## config.mk

```make
export PLATFORM = sky130hd
export DESIGN_NAME = secs_timer
export DESIGN_NICKNAME = d
export VERILOG_FILES = /design/src/rtl/secs_timer_pkg.sv /design/src/rtl/secs_timer_divider.sv /design/src/rtl/secs_timer_counter.sv /design/src/rtl/secs_timer_events.sv /design/src/rtl/secs_timer_csr.sv /design/src/rtl/secs_timer.sv
export SDC_FILE = /design/constraint.sdc
export NUM_CORES = 1
export LEC_CHECK = 0
export CORE_UTILIZATION = 45
export CTS_CLUSTER_DIAMETER = 120
export CTS_CLUSTER_SIZE = 24
export DETAILED_ROUTE_END_ITERATION = 7
export PLACE_DENSITY_LB_ADDON = 0.05
export RECOVER_POWER = 50
export SETUP_SLACK_MARGIN = 0.02
export SLEW_MARGIN = 20
export SYNTH_ARGS = -nofsm -noshare
export SYNTH_HDL_FRONTEND = slang
export SYNTH_SLANG_ARGS = --single-unit
```

## constraint.sdc

```tcl
create_clock -name clk -period 3.6 [get_ports clk]
set_input_delay 0.72 -clock clk [delete_from_list [all_inputs] [get_ports clk]]
set_output_delay 0.72 -clock clk [all_outputs]
set_load 0.03 [all_outputs]
```

## src/rtl/secs_timer_pkg.sv

```systemverilog
package secs_timer_pkg;

    // Word index taken from byte address bits [3:2]
    typedef enum logic [1:0] {
        WSEL_CTRL  = 2'd0,
        WSEL_ALARM = 2'd1,
        WSEL_COUNT = 2'd2,
        WSEL_EVENT = 2'd3
    } wsel_e;

    localparam int BUS_W     = 32;
    localparam int EV_ALARM  = 0;
    localparam int EV_STEP   = 1;
    localparam int EV_W      = 2;

endpackage

```

## src/rtl/secs_timer_divider.sv

```systemverilog
module secs_timer_divider #(
    parameter int PRE_W = 16
) (
    input  logic             clk,
    input  logic             rst_n,
    input  logic             restart,
    input  logic [PRE_W-1:0] period,
    output logic             pulse
);

    typedef struct packed {
        logic [PRE_W-1:0] phase;
    } div_t;

    div_t div_d, div_q;
    logic running;
    logic wrap_c;

    always_comb begin
        div_d   = div_q;
        running = (period != '0);
        wrap_c  = running && (div_q.phase >= (period - 1'b1));
        if (restart || !running || wrap_c) begin
            div_d.phase = '0;
        end else begin
            div_d.phase = div_q.phase + 1'b1;
        end
        pulse = wrap_c && !restart;
    end

    always_ff @(posedge clk or negedge rst_n) begin
        if (!rst_n) begin
            div_q <= '0;
        end else begin
            div_q <= div_d;
        end
    end


    phase_restart_chk: assert property (@(posedge clk) disable iff (!rst_n)
        restart |=> div_q.phase == '0);


    phase_step_chk: assert property (@(posedge clk) disable iff (!rst_n)
        (!restart && !pulse && period != '0 && $past(period) == period)
            |=> div_q.phase == $past(div_q.phase) + 1'b1);

endmodule

```

## src/rtl/secs_timer_counter.sv

```systemverilog
module secs_timer_counter #(
    parameter int CNT_W = 32
) (
    input  logic             clk,
    input  logic             rst_n,
    input  logic             restart,
    input  logic             pulse,
    input  logic [CNT_W-1:0] alarm,
    output logic [CNT_W-1:0] count,
    output logic             alarm_hit,
    output logic             step_hit
);

    localparam logic [CNT_W-1:0] OFF_MARK = {CNT_W{1'b1}};

    typedef struct packed {
        logic [CNT_W-1:0] value;
    } cnt_t;

    cnt_t cnt_d, cnt_q;
    logic [CNT_W-1:0] next_val;

    always_comb begin
        cnt_d     = cnt_q;
        next_val  = cnt_q.value + 1'b1;
        step_hit  = pulse;
        alarm_hit = pulse && (next_val == alarm) && (alarm != OFF_MARK);
        if (restart) begin
            cnt_d.value = '0;
        end else if (pulse) begin
            cnt_d.value = next_val;
        end
        count = cnt_q.value;
    end

    always_ff @(posedge clk or negedge rst_n) begin
        if (!rst_n) begin
            cnt_q <= '0;
        end else begin
            cnt_q <= cnt_d;
        end
    end


    count_hold_chk: assert property (@(posedge clk) disable iff (!rst_n)
        (!pulse && !restart) |=> $stable(cnt_q.value));


    count_step_chk: assert property (@(posedge clk) disable iff (!rst_n)
        (pulse && !restart) |=> cnt_q.value == $past(cnt_q.value) + 1'b1);


    count_clear_chk: assert property (@(posedge clk) disable iff (!rst_n)
        restart |=> cnt_q.value == '0);


    count_wrap_chk: assert property (@(posedge clk) disable iff (!rst_n)
        (pulse && !restart && cnt_q.value == OFF_MARK) |=> cnt_q.value == '0);

endmodule

```

## src/rtl/secs_timer_events.sv

```systemverilog
module secs_timer_events
    import secs_timer_pkg::*;
(
    input  logic            clk,
    input  logic            rst_n,
    input  logic            alarm_hit,
    input  logic            step_hit,
    input  logic            rd_clear,
    input  logic            alarm_ie,
    input  logic            step_ie,
    output logic [EV_W-1:0] flags,
    output logic            irq
);

    typedef struct packed {
        logic [EV_W-1:0] ev;
    } ev_t;

    ev_t ev_d, ev_q;
    logic [EV_W-1:0] raise;
    logic [EV_W-1:0] mask;

    always_comb begin
        raise            = '0;
        raise[EV_ALARM]  = alarm_hit;
        raise[EV_STEP]   = step_hit;
        mask             = '0;
        mask[EV_ALARM]   = alarm_ie;
        mask[EV_STEP]    = step_ie;
        ev_d             = ev_q;
        if (rd_clear) begin
            ev_d.ev = '0;
        end
        ev_d.ev = ev_d.ev | raise;
        flags   = ev_q.ev;
        irq     = |(ev_q.ev & mask);
    end

    always_ff @(posedge clk or negedge rst_n) begin
        if (!rst_n) begin
            ev_q <= '0;
        end else begin
            ev_q <= ev_d;
        end
    end


    step_flag_chk: assert property (@(posedge clk) disable iff (!rst_n)
        step_hit |=> ev_q.ev[EV_STEP]);


    alarm_wins_chk: assert property (@(posedge clk) disable iff (!rst_n)
        alarm_hit |=> ev_q.ev[EV_ALARM]);


    clear_chk: assert property (@(posedge clk) disable iff (!rst_n)
        (rd_clear && !step_hit && !alarm_hit) |=> ev_q.ev == '0);


    irq_src_chk: assert property (@(posedge clk) disable iff (!rst_n)
        irq |-> (ev_q.ev != '0) && (alarm_ie || step_ie));

endmodule

```

## src/rtl/secs_timer_csr.sv

```systemverilog
module secs_timer_csr
    import secs_timer_pkg::*;
#(
    parameter int ADDR_W = 4,
    parameter int PRE_W  = 16,
    parameter int CNT_W  = 32
) (
    input  logic              clk,
    input  logic              rst_n,
    input  logic              bus_sel,
    input  logic              bus_wr,
    input  logic [ADDR_W-1:0] bus_addr,
    input  logic [BUS_W-1:0]  bus_wdata,
    input  logic [CNT_W-1:0]  count,
    input  logic [EV_W-1:0]   flags,
    output logic [BUS_W-1:0]  bus_rdata,
    output logic [PRE_W-1:0]  period,
    output logic              alarm_ie,
    output logic              step_ie,
    output logic [CNT_W-1:0]  alarm,
    output logic              restart,
    output logic              rd_clear
);

    localparam int AIE_BIT = PRE_W;
    localparam int SIE_BIT = PRE_W + 1;
    localparam int RST_BIT = PRE_W + 2;

    typedef struct packed {
        logic [PRE_W-1:0] period;
        logic             alarm_ie;
        logic             step_ie;
        logic [CNT_W-1:0] alarm;
    } csr_t;

    csr_t  csr_d, csr_q;
    wsel_e wsel;
    logic  hi_ok;
    logic  hit;
    logic  do_wr;
    logic  do_rd;

    generate
        if (ADDR_W > 4) begin : g_hi_dec
            assign hi_ok = (bus_addr[ADDR_W-1:4] == '0);
        end else begin : g_no_hi
            assign hi_ok = 1'b1;
        end
    endgenerate

    always_comb begin
        wsel  = wsel_e'(bus_addr[3:2]);
        hit   = bus_sel && hi_ok && (bus_addr[1:0] == 2'b00);
        do_wr = hit && bus_wr;
        do_rd = hit && !bus_wr;
        csr_d = csr_q;
        if (do_wr && wsel == WSEL_CTRL) begin
            csr_d.period   = bus_wdata[PRE_W-1:0];
            csr_d.alarm_ie = bus_wdata[AIE_BIT];
            csr_d.step_ie  = bus_wdata[SIE_BIT];
        end
        if (do_wr && wsel == WSEL_ALARM) begin
            csr_d.alarm = bus_wdata[CNT_W-1:0];
        end
        restart  = do_wr && (wsel == WSEL_CTRL) && bus_wdata[RST_BIT];
        rd_clear = do_rd && (wsel == WSEL_EVENT);

        bus_rdata = '0;
        if (do_rd) begin
            case (wsel)
                WSEL_CTRL: begin
                    bus_rdata[PRE_W-1:0] = csr_q.period;
                    bus_rdata[AIE_BIT]   = csr_q.alarm_ie;
                    bus_rdata[SIE_BIT]   = csr_q.step_ie;
                end
                WSEL_ALARM: bus_rdata[CNT_W-1:0] = csr_q.alarm;
                WSEL_COUNT: bus_rdata[CNT_W-1:0] = count;
                default:    bus_rdata[EV_W-1:0]  = flags;
            endcase
        end

        period   = csr_q.period;
        alarm_ie = csr_q.alarm_ie;
        step_ie  = csr_q.step_ie;
        alarm    = csr_q.alarm;
    end

    // alarm word resets to the all-ones "no alarm" mark
    always_ff @(posedge clk or negedge rst_n) begin
        if (!rst_n) begin
            csr_q.period   <= '0;
            csr_q.alarm_ie <= 1'b0;
            csr_q.step_ie  <= 1'b0;
            csr_q.alarm    <= {CNT_W{1'b1}};
        end else begin
            csr_q <= csr_d;
        end
    end


    alarm_keep_chk: assert property (@(posedge clk) disable iff (!rst_n)
        !(do_wr && wsel == WSEL_ALARM) |=> $stable(csr_q.alarm));

endmodule

```

## src/rtl/secs_timer.sv

```systemverilog
module secs_timer
    import secs_timer_pkg::*;
#(
    parameter int ADDR_W = 4,
    parameter int PRE_W  = 16,
    parameter int CNT_W  = 32
) (
    input  logic              clk,
    input  logic              rst_n,
    input  logic              bus_sel,
    input  logic              bus_wr,
    input  logic [ADDR_W-1:0] bus_addr,
    input  logic [31:0]       bus_wdata,
    output logic [31:0]       bus_rdata,
    output logic              irq
);

    localparam int RST_BIT = PRE_W + 2;

    logic [PRE_W-1:0] period;
    logic             alarm_ie;
    logic             step_ie;
    logic [CNT_W-1:0] alarm;
    logic             restart;
    logic             rd_clear;
    logic             pulse;
    logic [CNT_W-1:0] count;
    logic             alarm_hit;
    logic             step_hit;
    logic [EV_W-1:0]  flags;

    secs_timer_csr #(
        .ADDR_W (ADDR_W),
        .PRE_W  (PRE_W),
        .CNT_W  (CNT_W)
    ) csr_i (
        .clk       (clk),
        .rst_n     (rst_n),
        .bus_sel   (bus_sel),
        .bus_wr    (bus_wr),
        .bus_addr  (bus_addr),
        .bus_wdata (bus_wdata),
        .count     (count),
        .flags     (flags),
        .bus_rdata (bus_rdata),
        .period    (period),
        .alarm_ie  (alarm_ie),
        .step_ie   (step_ie),
        .alarm     (alarm),
        .restart   (restart),
        .rd_clear  (rd_clear)
    );

    secs_timer_divider #(
        .PRE_W (PRE_W)
    ) div_i (
        .clk     (clk),
        .rst_n   (rst_n),
        .restart (restart),
        .period  (period),
        .pulse   (pulse)
    );

    secs_timer_counter #(
        .CNT_W (CNT_W)
    ) cnt_i (
        .clk       (clk),
        .rst_n     (rst_n),
        .restart   (restart),
        .pulse     (pulse),
        .alarm     (alarm),
        .count     (count),
        .alarm_hit (alarm_hit),
        .step_hit  (step_hit)
    );

    secs_timer_events ev_i (
        .clk       (clk),
        .rst_n     (rst_n),
        .alarm_hit (alarm_hit),
        .step_hit  (step_hit),
        .rd_clear  (rd_clear),
        .alarm_ie  (alarm_ie),
        .step_ie   (step_ie),
        .flags     (flags),
        .irq       (irq)
    );


    alarm_off_chk: assert property (@(posedge clk) disable iff (!rst_n)
        (alarm == {CNT_W{1'b1}} && !flags[EV_ALARM]) |=> !flags[EV_ALARM]);


    count_ro_chk: assert property (@(posedge clk) disable iff (!rst_n)
        (bus_sel && bus_wr && bus_addr == ADDR_W'(8) && !pulse && !restart)
            |=> $stable(count));


    ctrl_rd_chk: assert property (@(posedge clk) disable iff (!rst_n)
        (bus_sel && !bus_wr && bus_addr == '0) |-> bus_rdata[31:RST_BIT] == '0);

endmodule

```

### After elaboration in Yosys (flattened, before gate mapping)

Index checks and enable logic that the tools add are counted.

| operators by class | value |
|---|---|
| add/subtract/negate cells | 3 |
| order comparisons | 1 |
| equality and inequality tests | 5 |
| mux-type cells | 8 |
| bitwise operators | 2 |
| reduce and logical (&&, ||, !) cells | 21 |

Operators by type and width:

| kind | number |
|---|---|
| two-way mux 32 bit | 3 |
| one-hot mux 16 bit (3 select lines) | 1 |
| adder 32 x 1 -> 32 bit (second input constant) | 1 |
| equality test 32 bit | 1 |
| != test 32 bit (second input constant) | 1 |
| one-hot mux 14 bit (2 select lines) | 1 |
| adder 16 x 1 -> 16 bit (second input constant) | 1 |
| >= comparator 16 bit | 1 |
| two-way mux 16 bit | 1 |
| nonzero test 16 bit | 1 |
| subtractor 16 x 1 -> 16 bit (second input constant) | 1 |
| logical AND 1 bit | 11 |
| one-hot mux 2 bit (3 select lines) | 1 |
| equality test 2 bit (second input constant) | 2 |
| zero test 2 bit | 2 |
| zero test 1 bit | 3 |
| bitwise AND 2 bit | 1 |
| equality test 2 x 1 -> 1 bit (second input constant) | 1 |
| logical OR 1 bit | 2 |
| two-way mux 2 bit | 1 |
| bitwise OR 2 bit | 1 |
| nonzero test 2 bit | 1 |
| OR reduction 2 bit | 1 |

| storage, ports and cells | value |
|---|---|
| bits in registers | 100 |
| input port bits | 40 |
| output and inout port bits | 33 |
| word-level logic and storage cells | 47 |

### Depth between registers and ports, before layout

Gate-level depths: netlist (run 1).

| depth | value |
|---|---|
| word-level depth | 10 |
| mapped depth | 17 |
| mapped depth without buffers | 15 |

### Hierarchy

A second synthesis (run 1) with hierarchy kept.

| second synthesis, totals | value |
|---|---|
| cell total of the unflattened synthesis | 685 |
| area, all modules | 6607.6 sq um |

Modules (own cells, without submodules):

| module | instances | cells each | area each (sq um) |
|---|---|---|---|
| secs_timer_counter | 1 | 331 | 2666.3 |
| secs_timer_csr | 1 | 198 | 2521.2 |
| secs_timer_divider | 1 | 150 | 1341.3 |
| secs_timer_events | 1 | 6 | 78.8 |

### Least setup slack after synthesis (run 1)

Ideal clock, no wire load.

| timing | value |
|---|---|
| path kind | reg-to-reg |
| start point | reg, netlist name csr_i.period[2] |
| end point | reg cnt_i.cnt_q, in the netlist cnt_i.count[7] |
| library setup time | 132 ps |
| arrival time | 3311 ps |
| data required time | 3468 ps |
| setup slack | 157 ps |
| cell stages (with the launch flop) | 16 |
| path buffers | 2 |
| clock period less this slack | 3443 ps |
| cell sequence | dfrtp_1 > nor3_1 > nor3b_1 > nand2_1 > nor4_1 > xnor2_1 > ha_1 > nand4_1 > a211o_1 > o211ai_1 > and2_1 > buf_2 > buf_1 > nand2_1 > xor2_1 > nor2_1 |

| on the way | value |
|---|---|
| word-level cells in the longest chain between the ends | 5 |
| elaborated cells between the ends (all ways) | 6 |
| those cells by class | add/sub (1); order compare (1); reduce/logical (4) |

Ends and longest elaborated chain:

| element | RTL line | text |
|---|---|---|
| subtractor 16 x 1 -> 16 bit | secs_timer_divider.sv:22 | `wrap_c = running && (div_q.phase >= (period - 1'b1));` |
| >= comparator 16 bit | secs_timer_divider.sv:22 |  |
| logical AND 1 bit * | secs_timer_divider.sv:22 |  |
| logical AND 1 bit * | secs_timer_divider.sv:28 | `pulse = wrap_c && !restart;` |
| nonzero test 2 bit (no source line) * | - |  |
| end signal, assigned | secs_timer_counter.sv:40 | `cnt_q <= cnt_d;` |
| end, declared | secs_timer_counter.sv:20 | `cnt_t cnt_d, cnt_q;` |

Every way passes the cells marked *; elsewhere a longest branch is shown, timed or not.
A chain may end at the register's enable or synchronous reset.

### Worst setup path after layout (run 1)

| timing | value |
|---|---|
| start point | in bus_addr[2] |
| end point | out bus_rdata[16] |

| on the way | value |
|---|---|
| word-level cells in the longest chain between the ends | 3 |
| elaborated cells between the ends (all ways) | 5 |
| those cells by class | eq/ne (2); mux (2); reduce/logical (1) |

Ends and longest elaborated chain:

| element | RTL line | text |
|---|---|---|
| start, declared | secs_timer.sv:12 | `input logic [ADDR_W-1:0] bus_addr,` |
| equality test 2 bit (tied with other cells) | secs_timer_csr.sv:70 | `case (wsel)` |
| one-hot mux 16 bit (3 select lines) * | secs_timer_csr.sv:70 |  |
| two-way mux 32 bit * | secs_timer_csr.sv:69 | `if (do_rd) begin` |
| end, declared | secs_timer.sv:14 | `output logic [31:0] bus_rdata,` |

Marked as above.

==> reports/results.tsv, run 1 <==
stage	metric	value	unit
final_layout	ant diodes	0	
worst_setup_path	CP startpoint kind	primary input	
final_layout	number of fill cells	1277	
timing	Final Critical Period	3.45	ns
logic_synthesis	FFs w/ async S/R, synth	1.00	
die	Die H	123	um
routing	routed via count	5484	
logic_synthesis	Mean Syn Cell Area	9.13	um2
die	I/O pin count	73	
global_route	GR Util met2	0.385	
timing	Final Hold Fails	0	
logic_synthesis	Post-synth EDFFs	0	
run_status	status	complete, but fails checks	
die	core area	14000	um2
worst_setup_path	crit path DAT	2.73	ns
min_path	HP Class	reg2reg	
logic_synthesis	simple-gate portion of the synthesized area	0.243	
global_route	M3 GR Usage	0.0418	
timing	RSZ-0062 raised after global routing	yes	
final_layout	final layout net count	839	
worst_setup_path	Setup crit end kind	output pin	
global_route	gr busiest metal	met2	
global_route	initial antenna violation count	0	
global_route	remaining global-route overflow	0	
cts	Worst-path clk slew	0.07	ns
die	Initial Utilization	0.466	
power_and_ir_drop	leakage	3.13	nW
logic_synthesis	Seq/Total Area, Yosys	0.389	
cts	CTS Buf Count	9	
flow_run	max-cap viol count	1	
cts	CTS tree	done	
routing	initial DRC count	409	
placed_design	GP Congestion	0.841	
global_route	global-route usage over all layers	0.256	
logic_synthesis	main combinational cell family by area after synthesis	simple AND/OR/NAND/NOR gates	
routing	Routed wire per std cell	18.8	um
routing	Routed WL	18100	um
final_layout	fin cells	960	
logic_synthesis	syn nets	781	
placed_design	dpl hpwl	13500	um
power_and_ir_drop	pwr dens	599	nW/um2
timing	fmax	0.290	GHz
die	chip width	123	um
worst_setup_path	Crit path required time	2.88	ns
logic_synthesis	post-synth design cell area	6540	um2
routing	1st-pass router iterations	8	
logic_synthesis	share of the synthesized area in the top cell type	0.260	
logic_synthesis	Area contributors post-synth	dfrtp_1 (26%), dfstp_2 (13%), xor2_1 (7.8%)	
worst_setup_path	Worst Path Max Fanout	18	
logic_synthesis	Mapped Cells	717	
logic_synthesis	Distinct cells, synth	55	
worst_setup_path	kind of critical path	in2out	
cts	CTS H-tree depth	3	
cts	clock sink total	100	
logic_synthesis	cell taking the most area after synthesis	dfrtp_1	
logic_synthesis	Synth Area in Compound Gates	0.0805	
cts	Clk Latency, worst-skew pair	0.35	ns
cts	root buf cell	clkbuf_16	
logic_synthesis	Synthesis Warnings	0	
logic_synthesis	post-synthesis mux area share	0.0597	
die	Die ar.	15000	um2
timing	final worst setup slack	0.148	ns
logic_synthesis	FF+latch count, synth	100	
routing	via/cell ratio	5.71	
routing	DRC	0	
final_layout	final core utilization	0.549	
die	# rows	43	
logic_synthesis	Post-Synth Adder-Cell Area	0.0459	
final_layout	P&R area growth vs syn	17.8	%
power_and_ir_drop	peak supply drop	0.293	mV
timing	Tightest Pin Transition	2.48	ns
timing	crit share post-route	0.959	
cts	CTS Hold Buffers Added	0	
logic_synthesis	Synth Area in XOR/XNOR	0.146	
timing	Setup Skew	0.00618	ns
global_route	vias in the first global route	5389	
global_route	met1 GRT Util	0.379	
run_status	failing checks	max-capacitance violations, max-slew violations	
routing	Final ANT Viol Nets	0	
final_layout	most common cell after layout, fill and taps aside	nor2_1	
timing	Max transition margin	-0.651	
global_route	first-pass GRT wire length	29200	um
final_layout	leading cell types in the layout, fill and taps excluded	nor2_1 (104), nand2_1 (88), dfrtp_1 (68), xor2_1 (58)	
placed_design	Port Buffer Count	72	
timing	# setup viols final	0	
placed_design	pre-CTS WS	0.0916	ns
timing	Slew Viols, Final	46	
cts	Max Root-Sink Buffers	2	
logic_synthesis	Synth Flop Type	dfrtp_1	
placed_design	# placed instances	943	
final_layout	proportion of layout cells with a drive suffix above 1	0.192	
global_route	pin count of the biggest net entering global routing	57	
timing	setup_tns	0	ns
-- stage by stage --
step | hold WS (ns) | instance area (um2) | total power, mW
CTS | 0.389 | 7690 | 4.62
global placement | 0.501 | 7380 | 3.53
detailed placement | 0.508 | 7380 | 3.58
floorplan | 0.424 | 6540 | 3.11
finish | 0.517 | 7710 | 4.61
global route | 0.550 | 7710 | 4.94
-- power by group --
part	leakage, nW	internal (mW)	switching (mW)
registers	1.14	1.46	0.547
clock network	0.145	0.563	0.454
logic	1.85	0.758	0.828
total	3.13	2.78	1.83
-- worst paths after layout --
| check | cells after the start | slack, ns | start | endpoint |
|---|---|---|---|---|
| setup / recovery | 7 | 0.15 | bus_addr[2] | bus_rdata[16] |
| hold / removal | 1 | 0.52 | div_i.div_q[0] | div_i.div_q[0] |
| setup reg to reg | 15 | 0.20 | csr_i.period[1] | cnt_i.count[3] |
| hold reg to reg | 1 | 0.52 | div_i.div_q[0] | div_i.div_q[0] |
| max in group asynchronous | 2 | 0.48 | rst_n | csr_i.period[6] |
| min in group asynchronous | 1 | 1.11 | rst_n | csr_i.period[11] |
-- flip-flops by register name, indices dropped and copies added (netlist names) --
register        count
csr_i.alarm_ie      1
ev_i.flags          2
csr_i.step_ie       1
div_i.div_q        16
csr_i.alarm        32
cnt_i.count        32
csr_i.period       16
-- synthesized netlist by cell type, types with 3 or more instances --
| cell type | n |
|---|---|
| dfstp_2 | 32 |
| nor3_1 | 12 |
| xor2_1 | 58 |
| o21ai_0 | 11 |
| nand3_1 | 30 |
| a21oi_1 | 12 |
| mux2_2 | 32 |
| nand2_1 | 88 |
| a222oi_1 | 18 |
| a211oi_1 | 3 |
| buf_1 | 5 |
| dfrtp_1 | 68 |
| inv_1 | 13 |
| nor2_1 | 104 |
| clkbuf_1 | 23 |
| and2_1 | 3 |
| o211ai_1 | 3 |
| and3_1 | 17 |
| and4_1 | 6 |
| nor2b_1 | 5 |
| nand4_1 | 26 |
| nor4_1 | 6 |
| ha_1 | 24 |
| xnor2_1 | 49 |
| a22oi_1 | 14 |
| mux2i_1 | 3 |
| buf_2 | 14 |
-- per-layer routing --
metal | vias to the layer above | part of all wire | wire length, um
li1 | 2622 | - | -
met1 | 2681 | 0.49 | 8890
met2 | 162 | 0.44 | 7960
met3 | 19 | 0.053 | 966
met4 | 0 | 0.014 | 247
met5 | - | 0 | 0
-- cells by family (layout without fill, tap and decap cells) --
family,Yosys count,count (layout)
XOR/XNOR,108,108
buffers and inverters,57,120
adder cells (fa/ha/maj),24,24
flip-flops,100,100
AO/OA/AOI/OAI,71,71
multiplexers,35,35
AND/OR/NAND/NOR,322,322
-- area by class of cell --
| class | instances | area, um2 | share of cell area |
|---|---|---|---|
| clock buffers | 10 | 239 | 0.0310 |
| clock inverters | 6 | 71.3 | 0.00925 |
| inverters | 13 | 48.8 | 0.00633 |
| multi-input cells | 560 | 3790 | 0.492 |
| flip-flops and latches | 100 | 2540 | 0.330 |
| well taps | 180 | 225 | 0.0292 |
| repair buffers | 91 | 790 | 0.102 |
-- critical path, cell delays in order --
cell and delay [ns]:
dlygate4sd3_1 0.60, inv_1 0.09, ha_1 0.25, buf_4 0.22, a222oi_1 0.56, nor2_1 0.08, buf_4 0.19
-- what timing repair did --
item                       4_1_cts  5_1_grt
resized for setup                0        6
buffers inserted                 0        1
setup endpoints to repair        0       73
Note: power is estimated with default switching activity, not from simulation.
==> run 2, diff against run 1 <==
--- a/config.mk
+++ b/config.mk
@@ -11,7 +11,7 @@
 export DETAILED_ROUTE_END_ITERATION = 7
 export PLACE_DENSITY_LB_ADDON = 0.05
 export RECOVER_POWER = 50
-export SETUP_SLACK_MARGIN = 0.02
+export SETUP_SLACK_MARGIN = 0.5
 export SLEW_MARGIN = 20
 export SYNTH_ARGS = -nofsm -noshare
 export SYNTH_HDL_FRONTEND = slang
==> reports/results.tsv, run 2 (same netlist as run 1, synthesis figures left out) <==
stage	metric	value	unit	change
run_status	status	complete, but fails checks		unchanged
run_status	failing checks	max-capacitance violations, max-slew violations		unchanged
final_layout	final core utilization	0.562		was 0.549
die	Die H	123	um	unchanged
die	Initial Utilization	0.466		unchanged
die	# rows	43		unchanged
timing	Setup Skew	0.0112	ns	was 0.00618 ns
cts	CTS Hold Buffers Added	0		unchanged
global_route	remaining global-route overflow	0		unchanged
final_layout	ant diodes	0		unchanged
routing	initial DRC count	459		was 409
final_layout	proportion of layout cells with a drive suffix above 1	0.222		was 0.192
power_and_ir_drop	peak supply drop	0.278	mV	was 0.293 mV
timing	Tightest Pin Transition	2.20	ns	was 2.48 ns
routing	Routed wire per std cell	18.6	um	was 18.8 um
power_and_ir_drop	Comb power frac	0.359		was 0.344
worst_setup_path	Worst R2R End	cnt_i.count[4]		was cnt_i.count[3]
die	Die ar.	15000	um2	unchanged
routing	Routed WL	18000	um	was 18100 um
final_layout	leading cell types in the layout, fill and taps excluded	nor2_1 (102), nand2_1 (85), dfrtp_1 (68), xor2_1 (58), buf_4 (53)		was nor2_1 (104), nand2_1 (88), dfrtp_1 (68), xor2_1 (58)
timing	# setup viols final	0		unchanged
worst_setup_path	CP startpoint kind	flop		was primary input
power_and_ir_drop	Clk pwr share	0.218		was 0.220
worst_setup_path	Worst Path Max Fanout	9		was 18
placed_design	pre-CTS WS	0.111	ns	was 0.0916 ns
power_and_ir_drop	leakage	3.20	nW	was 3.13 nW
global_route	pin count of the biggest net entering global routing	88		was 57
timing	setup_tns	0	ns	unchanged
timing	RSZ-0062 raised after global routing	yes		unchanged
cts	Max Root-Sink Buffers	2		unchanged
placed_design	placed cell areas	7360	um2	was 7380 um2
final_layout	number of fill cells	1267		was 1277
min_path	hold path cells	1		unchanged
routing	routed via count	5547		was 5484
routing	Final ANT Viol Nets	0		unchanged
worst_setup_path	Crit path required time	3.84	ns	was 2.88 ns
power_and_ir_drop	overall power	4.73	mW	was 4.61 mW
final_layout	fin area	7900	um2	was 7710 um2
timing	final worst setup slack	0.441	ns	was 0.148 ns
worst_setup_path	reg2reg path depth	15		unchanged
power_and_ir_drop	Sw Pwr	1.86	mW	was 1.83 mW
power_and_ir_drop	pwr dens	599	nW/um2	about the same
worst_setup_path	FF-to-FF Start	csr_i.period[1]		unchanged
timing	crit share post-route	0.878		was 0.959
routing	1st-pass router iterations	6		was 8
min_path	HP Class	reg2reg		unchanged
global_route	initial antenna violation count	0		unchanged
worst_setup_path	R2R Setup Slk	0.44	ns	was 0.20 ns
min_path	WHS Endpoint	div_i.div_q[0]		unchanged
power_and_ir_drop	switch share	0.392		was 0.396
final_layout	final layout net count	847		was 839
min_path	Hold Crit Start	div_i.div_q[0]		unchanged
cts	Clk Latency, worst-skew pair	0.36	ns	was 0.35 ns
worst_setup_path	Setup crit end kind	flop		was output pin
timing	fmax	0.317	GHz	was 0.290 GHz
cts	clock sink total	100		unchanged
power_and_ir_drop	Flop pwr share	0.423		was 0.436
worst_setup_path	crit path DAT	3.39	ns	was 2.73 ns
cts	CTS tree	done		unchanged
cts	CTS Buf Count	9		unchanged
power_and_ir_drop	Int Power	2.88	mW	was 2.78 mW
die	core area	14000	um2	unchanged
final_layout	most common cell after layout, fill and taps aside	nor2_1		unchanged
flow_run	max-cap viol count	1		unchanged
routing	via/cell ratio	5.73		was 5.71
timing	Final Hold Fails	0		unchanged
timing	Max transition margin	-0.468		was -0.651
routing	DRC	0		unchanged
final_layout	Reg area	2540	um2	unchanged
global_route	global-route usage over all layers	0.252		was 0.256
die	chip width	123	um	unchanged
worst_setup_path	kind of critical path	reg2reg		was in2out
final_layout	P&R area growth vs syn	20.7	%	was 17.8%
final_layout	area of the multi-input gates	3940	um2	was 3790 um2
global_route	first-pass GRT wire length	28500	um	was 29200 um
placed_design	dpl hpwl	12900	um	was 13500 um
timing	Final Critical Period	3.16	ns	was 3.45 ns
placed_design	GP Congestion	0.870		was 0.841
cts	CTS H-tree depth	3		unchanged
placed_design	Port Buffer Count	72		unchanged
global_route	vias in the first global route	5263		was 5389
timing	Slew Viols, Final	88		was 46
cts	Worst-path clk slew	0.07	ns	about the same
die	I/O pin count	73		unchanged
cts	root buf cell	clkbuf_16		unchanged
-- run 2: worst max-delay path, cell delays in order, from the launching register on --
cell and delay (ns):
dfrtp_1 0.40, nor3_2 0.22, nor3b_4 0.27, nand2_2 0.13, nor4_2 0.18, xnor2_1 0.11, ha_1 0.30, nand4_1 0.12
a211o_1 0.28, o211ai_1 0.17, buf_4 0.15, and2_4 0.18, buf_6 0.15, nand4_1 0.12, xnor2_1 0.20, nor2_1 0.06
-- run 2: worst max-delay path by stage --
| stage | startpoint | end | slack, ns | cells after the start |
|---|---|---|---|---|
| 2_1_floorplan | csr_i.period[2] | cnt_i.count[15] | 0.51 | 15 |
| 5_1_grt | csr_i.period[1] | cnt_i.count[19] | 0.25 | 15 |
| 3_3_place_gp | bus_addr[2] | bus_rdata[29] | 0.15 | 7 |
| 6_report | csr_i.period[1] | cnt_i.count[4] | 0.44 | 15 |
| 4_1_cts | csr_i.period[0] | cnt_i.count[4] | 0.46 | 15 |
| 3_5_place_dp | csr_i.period[2] | cnt_i.count[21] | 0.11 | 14 |
-- run 2: cell type report --
cell class	instances	share of cell area
flip-flops and latches	100	0.322
clock inverters	5	0.00697
clock buffers	11	0.0322
inverters	13	0.00618
repair buffers	98	0.105
multi-input cells	561	0.499
well taps	180	0.0285
-- run 2: metrics by stage --
step           hold slack [ns]  std cells
3_3_place_gp             0.503        941
6_report                 0.518        968
2_1_floorplan            0.424        717
5_1_grt                  0.542        968
3_5_place_dp             0.511        941
4_1_cts                  0.518        966
-- run 2: what timing repair did --
| item | 4_1_cts | 5_1_grt |
|---|---|---|
| setup endpoints to repair | 80 | 80 |
| pin swaps | 12 | 4 |
| gates resized for setup | 29 | 9 |
| buffers inserted | 8 | 2 |
| gates cloned | 1 | 0 |
-- run 2: power by group through the flow --
stage,clock [mW],combinational (mW),sequential (mW)
after floorplan,0,1.39,1.73
after global placement,0,1.52,2.00
after detailed placement,0,1.56,2.01
after CTS,1.05,1.66,1.99
after global routing,1.10,1.89,2.06
final,1.03,1.70,2.00
-- run 2: per-layer routing --
metal	part of all wire	global-route usage	wire, um
met3	0.053	0.0479	957
met2	0.43	0.371	7810
met4	0.019	0.0648	337
met5	0	0	0
met1	0.49	0.376	8910
